<file path="src/rtl/bscan_pkg.sv">
package bscan_pkg;

   typedef enum logic [1:0] {
      BS_FUNC = 2'b00,
      BS_EXT  = 2'b01,
      BS_INT  = 2'b10,
      BS_RSVD = 2'b11
   } bscan_mode_e;

endpackage

</file>
<file path="src/rtl/bscan_cell.sv">
module bscan_cell (
   input  logic clk,
   input  logic rst_n,
   input  logic cap_en,
   input  logic shift_en,
   input  logic upd_en,
   input  logic cap_d,
   input  logic ser_in,
   output logic shift_q,
   output logic upd_q
);

   always_ff @(posedge clk or negedge rst_n) begin
      if (!rst_n)        shift_q <= 1'b0;
      else if (cap_en)   shift_q <= cap_d;
      else if (shift_en) shift_q <= ser_in;
   end

   always_ff @(posedge clk or negedge rst_n) begin
      if (!rst_n)      upd_q <= 1'b0;
      else if (upd_en) upd_q <= shift_q;
   end


   cap_wins_chk: assert property (@(posedge clk) disable iff (!rst_n)
      cap_en |=> shift_q == $past(cap_d));


   shift_step_chk: assert property (@(posedge clk) disable iff (!rst_n)
      (shift_en && !cap_en) |=> shift_q == $past(ser_in));


   shift_hold_chk: assert property (@(posedge clk) disable iff (!rst_n)
      (!shift_en && !cap_en) |=> $stable(shift_q));


   upd_hold_chk: assert property (@(posedge clk) disable iff (!rst_n)
      !upd_en |=> $stable(upd_q));


   upd_take_chk: assert property (@(posedge clk) disable iff (!rst_n)
      upd_en |=> upd_q == $past(shift_q));

endmodule

</file>
<file path="src/rtl/bscan_mode_dec.sv">
module bscan_mode_dec #(
   parameter bit INT_DRIVES_PADS = 1'b1
) (
   input  logic [1:0] mode,
   output logic       drive_pads,
   output logic       drive_core
);
   import bscan_pkg::*;

   bscan_mode_e m;
   logic        is_ext, is_int;

   assign m      = bscan_mode_e'(mode);
   assign is_ext = (m == BS_EXT);
   assign is_int = (m == BS_INT);
   assign drive_core = is_int;

   generate
      if (INT_DRIVES_PADS) begin : g_safe_pads
         assign drive_pads = is_ext | is_int;
      end else begin : g_live_pads
         assign drive_pads = is_ext;
      end
   endgenerate

endmodule

</file>
<file path="src/rtl/bscan_chain.sv">
module bscan_chain #(
   parameter int N_IN            = 6,
   parameter int N_OUT           = 5,
   parameter bit INT_DRIVES_PADS = 1'b1
) (
   input  logic             clk,
   input  logic             rst_n,
   input  logic [1:0]       mode,
   input  logic             capture_en,
   input  logic             shift_en,
   input  logic             update_en,
   input  logic             scan_in,
   output logic             scan_out,
   input  logic [N_IN-1:0]  pad_in,
   output logic [N_IN-1:0]  core_in,
   input  logic [N_OUT-1:0] core_out,
   output logic [N_OUT-1:0] pad_out
);

   localparam int N_TOT = N_IN + N_OUT;

   generate
      if (N_IN < 1)  begin : g_bad_in  $error("bscan_chain: N_IN must be at least 1"); end
      if (N_OUT < 1) begin : g_bad_out $error("bscan_chain: N_OUT must be at least 1"); end
   endgenerate

   logic [N_TOT-1:0] cap_vec;
   logic [N_TOT-1:0] sh_q;
   logic [N_TOT-1:0] up_q;
   logic             drive_pads, drive_core;

   assign cap_vec = {core_out, pad_in};

   bscan_mode_dec #(.INT_DRIVES_PADS(INT_DRIVES_PADS)) u_dec (
      .mode       (mode),
      .drive_pads (drive_pads),
      .drive_core (drive_core)
   );

   genvar k;
   generate
      for (k = 0; k < N_TOT; k++) begin : g_cell
         logic ser;
         if (k == 0) begin : g_head
            assign ser = scan_in;
         end else begin : g_link
            assign ser = sh_q[k-1];
         end
         bscan_cell u_cell (
            .clk      (clk),
            .rst_n    (rst_n),
            .cap_en   (capture_en),
            .shift_en (shift_en),
            .upd_en   (update_en),
            .cap_d    (cap_vec[k]),
            .ser_in   (ser),
            .shift_q  (sh_q[k]),
            .upd_q    (up_q[k])
         );
      end
   endgenerate

   assign scan_out = sh_q[N_TOT-1];
   assign pad_out  = drive_pads ? up_q[N_TOT-1:N_IN] : core_out;
   assign core_in  = drive_core ? up_q[N_IN-1:0]     : pad_in;


   tail_shift_chk: assert property (@(posedge clk) disable iff (!rst_n)
      (shift_en && !capture_en) |=> scan_out == $past(sh_q[N_TOT-2]));


   tail_capture_chk: assert property (@(posedge clk) disable iff (!rst_n)
      capture_en |=> scan_out == $past(core_out[N_OUT-1]));


   pads_steady_chk: assert property (@(posedge clk) disable iff (!rst_n)
      (drive_pads && !update_en) |=> (!drive_pads || $stable(pad_out)));


   core_steady_chk: assert property (@(posedge clk) disable iff (!rst_n)
      (drive_core && !update_en) |=> (!drive_core || $stable(core_in)));

endmodule

</file>
<file path="config.mk">
export PLATFORM = sky130hd
export DESIGN_NAME = bscan_chain
export DESIGN_NICKNAME = d
export VERILOG_FILES = /design/src/rtl/bscan_pkg.sv /design/src/rtl/bscan_cell.sv /design/src/rtl/bscan_mode_dec.sv /design/src/rtl/bscan_chain.sv
export SDC_FILE = /design/constraint.sdc
export NUM_CORES = 1
export LEC_CHECK = 0
export ABC_AREA = 1
export ABC_CLOCK_PERIOD_IN_PS = 1300
export BUFFER_PORTS_ARGS = -buffer_cell sky130_fd_sc_hd__buf_4
export CAP_MARGIN = 5
export CORE_ASPECT_RATIO = 1.25
export CORE_UTILIZATION = 24
export CTS_BUF_LIST = sky130_fd_sc_hd__clkbuf_16
export DETAILED_ROUTE_END_ITERATION = 7
export SLEW_MARGIN = 0
export SYNTH_ARGS = -nofsm -noshare
export SYNTH_HDL_FRONTEND = slang
export SYNTH_SLANG_ARGS = --single-unit
</file>
<file path="constraint.sdc">
create_clock -name clk -period 1.3 [get_ports clk]
set_clock_uncertainty 0.2 [all_clocks]
set_input_delay 0.065 -clock clk [delete_from_list [all_inputs] [get_ports clk]]
set_output_delay 0.065 -clock clk [all_outputs]
set_load 0.005 [all_outputs]
</file>
# == Word-level counts from Yosys, hierarchy flattened ==
# Index checks and enable logic that the tools add are counted.
# word_totals
inputBits,19
ff_bits,22
out_inout_bits,12
# op_classes
n_reduce_logical,1
eq_ne,2
mux,24
bitwise,1
# op_table
cell,n
2-to-1 mux 1 bit,22
2-to-1 mux 6 bit,1
2-to-1 mux 5 bit,1
== test 2 x 1 -> 1 bit (second input constant),1
== test 2 bit (second input constant),1
nonzero test 2 bit,1
OR 1 bit,1

# == Depth between registers and ports, before layout ==
# Gate-level depths: netlist (run 1).
# logic_depth
ltp_word,3
mapped_depth,6

# == Modules after synthesis ==
# From an unflattened synthesis (run 1), not the netlist that was laid out.
# unflattened
cells_unflattened,181
hier_area_um2,1183.6
# modules_own_cells
module,seq_area_each_um2,cells_per_inst,area_per_inst_um2,n_inst
bscan_cell,50.0,13,93.8,11
bscan_chain,0.0,35,131.4,1
bscan_mode_dec,0.0,3,20.0,1

# == Worst setup path after synthesis (run 1) ==
# Ideal clock, no wire load.
# synth_path
kind,input to output
from,in mode[0]
to,out pad_out[0]
t_arrival_ps,737
cell_stages,4
setup_slack_ps,298
t_required_ps,1035
cell_sequence,inv_1 ha_1 clkbuf_1 o21ai_0
# synth_via
elab_chain_len,3
word_cells_on_any_way,4
cone_classes,2 x eq/ne; 1 x mux; 1 x bitwise
# synth_rtl
item,line_no,rtl
from (decl),bscan_chain.sv:8,"input logic [1:0] mode,"
== test 2 x 1 -> 1 bit or == test 2 bit (tied branches),"bscan_mode_dec.sv:14, bscan_mode_dec.sv:15",
OR 1 bit *,bscan_mode_dec.sv:20,assign drive_pads = is_ext | is_int;
2-to-1 mux 5 bit *,bscan_chain.sv:64,assign pad_out = drive_pads ? up_q[N_TOT-1:N_IN] : core_out;
to (decl),bscan_chain.sv:17,output logic [N_OUT-1:0] pad_out
# Every way passes the cells marked *; elsewhere a longest branch is shown, timed or not.

# == Worst setup path in the final report (run 1) ==
# layout_path
from,in core_out[3]
to,out pad_out[3]
# layout_via
elab_chain_len,1
# layout_rtl
item,line_no,rtl
from (decl),bscan_chain.sv:16,"input logic [N_OUT-1:0] core_out,"
2-to-1 mux 5 bit,bscan_chain.sv:64,
# Every way passes these cells.

==> flow_metrics.env, run 1 <==
export IMPL_status="finished clean"
export IMPL_yosysSeqAreaShare_pct=49.2
export IMPL_ys_warn_count=0
export IMPL_gp_congestion=0.728
export IMPL_antenna_found_initial=0
export IMPL_clock_sinks=22
export IMPL_routed_wl_mm=2.70
export IMPL_grt_max_degree=23
export IMPL_insertedDiodeCount=0
export IMPL_postCtsSetupBuffers=0
export IMPL_maxCapViolCount=0
export IMPL_crit_type="primary input to primary output"
export IMPL_fin_crit_sh_pct=97.8
export IMPL_seqPwrFrac_pct=43.9
export IMPL_worstPathArrival_ns=1.01
export IMPL_synth_nets=176
export IMPL_numCtsBuffers=3
export IMPL_crit_path_end_kind="primary output"
export IMPL_rows=27
export IMPL_p_sw_mw=0.479
export IMPL_period_minus_slack_ns=1.27
export IMPL_critPathRequiredTime_ns=1.03
export IMPL_syn_area_per_cell_um2=7.17
export IMPL_final_max_slew_violation_count=0
export IMPL_min_path_type="primary input to flop"
export IMPL_start_kind="primary input"
export IMPL_fin_area_um2=1630
export IMPL_rrSetupSlack_ns=0.38
export IMPL_ioPinCount=31
export IMPL_whs_path_depth=5
export IMPL_post_drt_wl_per_cell_um=10.6
export IMPL_fp_coreArea_um2=4430
export IMPL_overflow=0
export IMPL_cts_tree="yes"
export IMPL_netlist_area_um2=1120
export IMPL_p_int_mw=1.37
export IMPL_crit_start="core_out[3]"
export IMPL_vdd_drop_max_v=0.000354
export IMPL_worstReg2RegEnd="g_cell[1].u_cell.shift_q"
export IMPL_grt_use_total_pct=12.5
export IMPL_syn_to_final_growth_pct=46.1
export IMPL_dpl_instance_area_um2=1390
export IMPL_post_synth_num_cell_types=13
export IMPL_clkTransAtPathRegs_ns=0.06
export IMPL_reg2regPathDepth=4
export IMPL_grt_pass1_wl_mm=4.76
export IMPL_num_vias=1060
export IMPL_max_freq_mhz=787
export IMPL_fin_nets=219
export IMPL_drcViolationCount=0
export IMPL_die_w_um=63.1
export IMPL_drive_above_1_share_pct=22.8
export IMPL_finalSetupViolations=0
export IMPL_cts_htree_levels=1
export IMPL_finalPower_mw=1.85
export IMPL_r2r_start="g_cell[0].u_cell.shift_q"
export IMPL_cellPowerDensity_nw_per_um2=1130
export IMPL_maxSlewHeadroom_pct=77.7
export IMPL_clockPowerShare_pct=34.9
export IMPL_cp_endpoint="pad_out[3]"
export IMPL_p_leak_nw=0.863
export IMPL_layout_commonest_cell="nand2_1"
export IMPL_via_per_inst=4.16
export IMPL_chipHeight_um=78.3
export IMPL_hold_viol_final=0
export IMPL_ys_seq_elements=22
export IMPL_combinationalPowerShare_pct=21.2
export IMPL_fill_cells=480
export IMPL_worstMarginPinSlew_ns=0.335
export IMPL_cts_path_max_buffers=2
export IMPL_antenna_left=0
export IMPL_grt_pass1_vias=1061
export IMPL_initial_core_util_pct=25.3
export IMPL_portBuffers=30
export IMPL_p_sw_share_pct=25.9
export IMPL_die_area_um2=4940
export IMPL_clock_latency_ns=0.26
export IMPL_postSynthCellCount=156
export IMPL_first_pass_iters=4
export IMPL_dr_first_iter_drc_count=50
export IMPL_cts_root_buf="clkbuf_16"
export IMPL_dpl_hpwl_mm=1.83
export IMPL_mostFrequentLayoutCells="82 x nand2_1, 30 x buf_4, 22 x dfrtp_1, 13 x dlygate4sd3_1"
export IMPL_cp_max_fo=2
-- timing repair --
action | in CTS | in global routing
endpoints found under the hold margin | 44 | 0
hold buffers | 14 | 0
endpoints found under the setup margin | 0 | 10
resized for setup | 0 | 14
-- per-stage QoR --
stage | TNS [ns] | instances | worst slack [ns] | util [%] | hold slack [ns]
after floorplan | 0 | 156 | 0.298 | - | -0.431
after global placement | 0 | 238 | 0.0852 | 31.4 | -0.224
after detailed placement | 0 | 238 | 0.0804 | 31.4 | -0.224
after CTS | 0 | 255 | 0.00670 | 36.2 | 0.0129
after global routing | -0.0188 | 255 | -0.0159 | 36.9 | 0.0348
final | 0 | 255 | 0.0288 | 36.9 | 0.0211
-- worst min-delay path by stage --
stage / from / end
after floorplan: rst_n / g_cell[0].u_cell.shift_q
after global placement: rst_n / g_cell[2].u_cell.upd_q
after detailed placement: rst_n / g_cell[2].u_cell.upd_q
after CTS: capture_en / g_cell[2].u_cell.shift_q
after global routing: capture_en / g_cell[9].u_cell.shift_q
final: capture_en / g_cell[2].u_cell.shift_q
-- routing by layer --
metal	track usage, %	wire length [µm]	vias up	share of wire [%]
li1	-	-	558	-
met1	15.0	1280	476	48
met2	21.2	1270	21	47
met3	1.74	93	5	3.4
met4	6.98	58	0	2.1
met5	0	0	-	0
-- cell families after synthesis --
family / after synthesis / share of synthesized area (%)
buffers and inverters: 22 / 9.73
flip-flops: 22 / 49.2
adder cells (fa/ha/maj): 1 / 1.12
AND/OR/NAND/NOR: 89 / 30.1
AO/OA/AOI/OAI: 22 / 9.84
-- final cells by class --
class                   count  area (µm²)  share of cell area (%)
clock buffers               3        75.1                    4.59
inverters                  14        52.6                    3.22
repair buffers             46         399                    24.4
multi-input cells         112         484                    29.6
well taps                  58        72.6                    4.44
flip-flops and latches     22         551                    33.7
-- worst max-delay path, stage by stage --
cell and delay, ns:
dlygate4sd3_1 0.54, buf_4 0.14, nand2_1 0.04, o21ai_0 0.08, buf_4 0.15
-- Yosys cell counts --
cell type	count	area share, %
nor2_1	6	2.0
ha_1	1	1.1
buf_6	2	2.0
buf_4	2	1.3
o21ai_0	16	7.2
dfrtp_1	22	49
nand2_1	82	28
a21oi_1	6	2.7
nor2_2	1	0.56
buf_2	3	1.3
inv_1	12	4.0
inv_2	2	0.67
clkbuf_1	1	0.34
-- power by group through the flow --
stage	logic, mW	clock network [mW]	registers, mW
detailed placement	0.348	0	0.825
floorplan	0.187	0	0.814
CTS	0.384	0.681	0.813
global placement	0.342	0	0.823
finish	0.392	0.647	0.812
global route	0.448	0.697	0.825
-- registers in the layout (all words and copies together) (netlist names) --
register               count
g_cell.u_cell.shift_q     11
g_cell.u_cell.upd_q       11
(Power assumes the default switching activity.)
==> run 2, diff against run 1 <==
--- a/config.mk
+++ b/config.mk
@@ -13,6 +13,8 @@
 export CORE_UTILIZATION = 24
 export CTS_BUF_LIST = sky130_fd_sc_hd__clkbuf_16
 export DETAILED_ROUTE_END_ITERATION = 7
+export PLACE_DENSITY = 0.54
+export SKIP_CTS_REPAIR_TIMING = 1
 export SLEW_MARGIN = 0
 export SYNTH_ARGS = -nofsm -noshare
 export SYNTH_HDL_FRONTEND = slang
==> run 2 against run 1 <==
  * Non-clock buffer count rose by 1
  * Power rose by 11%
  * Die area did not move
  * Sequential share of layout area fell by 0.13 points
  * First-iteration DRC count fell by 22%
  * The run now ends with hold timing left
  * Sequential cell count did not move
  * Critical path depth did not move
  * Largest power group is now clock
==> flow_metrics.env, run 2 (synthesis results as in run 1) <==
export IMPL_status="complete, but fails checks"
export IMPL_violations="hold timing"
export IMPL_gp_congestion=0.716
export IMPL_grt_max_degree=23
export IMPL_antenna_found_initial=0
export IMPL_clock_sinks=22
export IMPL_hold_end="g_cell[8].u_cell.shift_q"
export IMPL_hold_viol_final=2
export IMPL_cts_htree_levels=1
export IMPL_mostFrequentLayoutCells="82 x nand2_1, 32 x buf_4, 22 x dfrtp_1, 15 x o21ai_0, 14 x dlygate4sd3_1"
export IMPL_rrSetupSlack_ns=0.37
export IMPL_cp_max_fo=2
export IMPL_setup_slack_ns=0.0205
export IMPL_die_w_um=63.1
export IMPL_crit_type="primary input to primary output"
export IMPL_cts_path_max_buffers=2
export IMPL_die_area_um2=4940
export IMPL_grt_busiest_layer="met2"
export IMPL_clkTransAtPathRegs_ns=0.06
export IMPL_clock_latency_ns=0.25
export IMPL_grtUsageMet2_pct=20.0
export IMPL_numCtsBuffers=3
export IMPL_antenna_left=0
export IMPL_cts_root_buf="clkbuf_16"
export IMPL_worstMarginPinSlew_ns=0.291
export IMPL_grt_met3_usage_pct=3.20
export IMPL_final_max_slew_violation_count=0
export IMPL_post_place_ws_ns=0.0608
export IMPL_min_from="shift_en"
export IMPL_dpl_hpwl_mm=1.81
export IMPL_whs_path_depth=5
export IMPL_grt_pass1_wl_mm=4.60
export IMPL_grt_use_total_pct=11.9
export IMPL_period_minus_slack_ns=1.28
export IMPL_p_leak_nw=0.870
export IMPL_reg_top3="g_cell.u_cell.shift_q: 11 flops, g_cell.u_cell.upd_q: 11 flops"
export IMPL_chipHeight_um=78.3
export IMPL_crit_path_end_kind="primary output"
export IMPL_overflow=0
export IMPL_worstReg2RegEnd="g_cell[4].u_cell.shift_q"
export IMPL_worstPathArrival_ns=1.01
export IMPL_grt_pass1_vias=1015
export IMPL_num_vias=1038
export IMPL_via_per_inst=4.04
export IMPL_cellPowerDensity_nw_per_um2=1250
export IMPL_drcViolationCount=0
export IMPL_min_path_type="primary input to flop"
export IMPL_finalSetupViolations=0
export IMPL_routed_wl_mm=2.70
export IMPL_fin_crit_sh_pct=98.4
export IMPL_insertedDiodeCount=0
export IMPL_ioPinCount=31
export IMPL_maxSlewHeadroom_pct=80.6
export IMPL_portBuffers=30
export IMPL_layout_commonest_cell="nand2_1"
export IMPL_syn_to_final_growth_pct=46.6
export IMPL_rows=27
export IMPL_first_pass_iters=4
export IMPL_start_kind="primary input"
export IMPL_drive_above_1_share_pct=20.1
export IMPL_max_freq_mhz=782
export IMPL_post_route_util_pct=37.1
export IMPL_vdd_drop_max_v=0.000755
export IMPL_critPathRequiredTime_ns=1.03
export IMPL_fp_coreArea_um2=4430
export IMPL_cts_tree="yes"
export IMPL_reg2regPathDepth=4
export IMPL_fin_nets=220
export IMPL_seq_area_um2=551
export IMPL_post_drt_wl_per_cell_um=10.5
export IMPL_hold_slack_ns=-0.00199
export IMPL_grt_use_met1_pct=14.7
export IMPL_maxCapViolCount=0
export IMPL_multi_input_area_um2=459
export IMPL_dr_first_iter_drc_count=39
export IMPL_fill_cells=498
export IMPL_r2r_start="g_cell[3].u_cell.shift_q"
export IMPL_initial_core_util_pct=25.3
==> run 2: cell types whose count changed in the layout (fill, tap and decap cells not counted), moves of 2 or more <==
cell     change
o21ai_1      -3
o21ai_0      +3
nor2_1       +5
a21oi_1      +2
a21oi_2      -2
buf_4        +2
nor2_2       -4
==> run 2: power by group <==
group | switching (mW) | internal, mW | leakage [nW]
combinational | 0.185 | 0.191 | 0.543
sequential | 0.0446 | 0.769 | 0.276
clock | 0.246 | 0.611 | 0.0511
==> run 2: critical path, stage by stage <==
cell and delay [ns]:
dlygate4sd3_1 0.54, buf_4 0.14, nor2_1 0.09, a21oi_1 0.05, buf_4 0.13
==> run 2: worst max path at each step <==
stage                start         end  slack, ns  cells after the start
6_report         pad_in[5]  core_in[5]       0.02                      5
5_1_grt        core_out[0]  pad_out[0]     -0.006                      5
4_1_cts            mode[0]  pad_out[2]       0.05                      5
3_5_place_dp       mode[0]  pad_out[2]       0.06                      5
3_3_place_gp       mode[0]  pad_out[2]       0.12                      5
2_1_floorplan      mode[0]  pad_out[0]       0.30                      4
==> run 2: routing by layer <==
metal | part of all wire, % | vias to the layer above
met5 | 0 | -
met4 | 0.85 | 0
met3 | 3.6 | 2
met2 | 47 | 20
met1 | 48 | 459
li1 | - | 557
==> run 2: layout make-up <==
type / instances / share of cell area [%]
Clock inverter: 1 / 1.83
Inverter: 14 / 3.20
Multi-Input combinational cell: 112 / 28.0
Tap cell: 58 / 4.42
Sequential cell: 22 / 33.6
Timing Repair Buffer: 47 / 24.4
Clock buffer: 3 / 4.58
==> run 2: metrics by stage <==
stage                     hold WS (ns)  area (µm²)  TNS (ns)  std cells  total power, mW
after floorplan                 -0.431        1120         0        156             1.00
after global placement          -0.219        1400         0        239             1.17
after detailed placement        -0.222        1400         0        239             1.17
after CTS                       -0.499        1500         0        243             2.05
after global routing            0.0263        1640  -0.00902        257             2.17
final                         -0.00199        1640         0        257             2.05
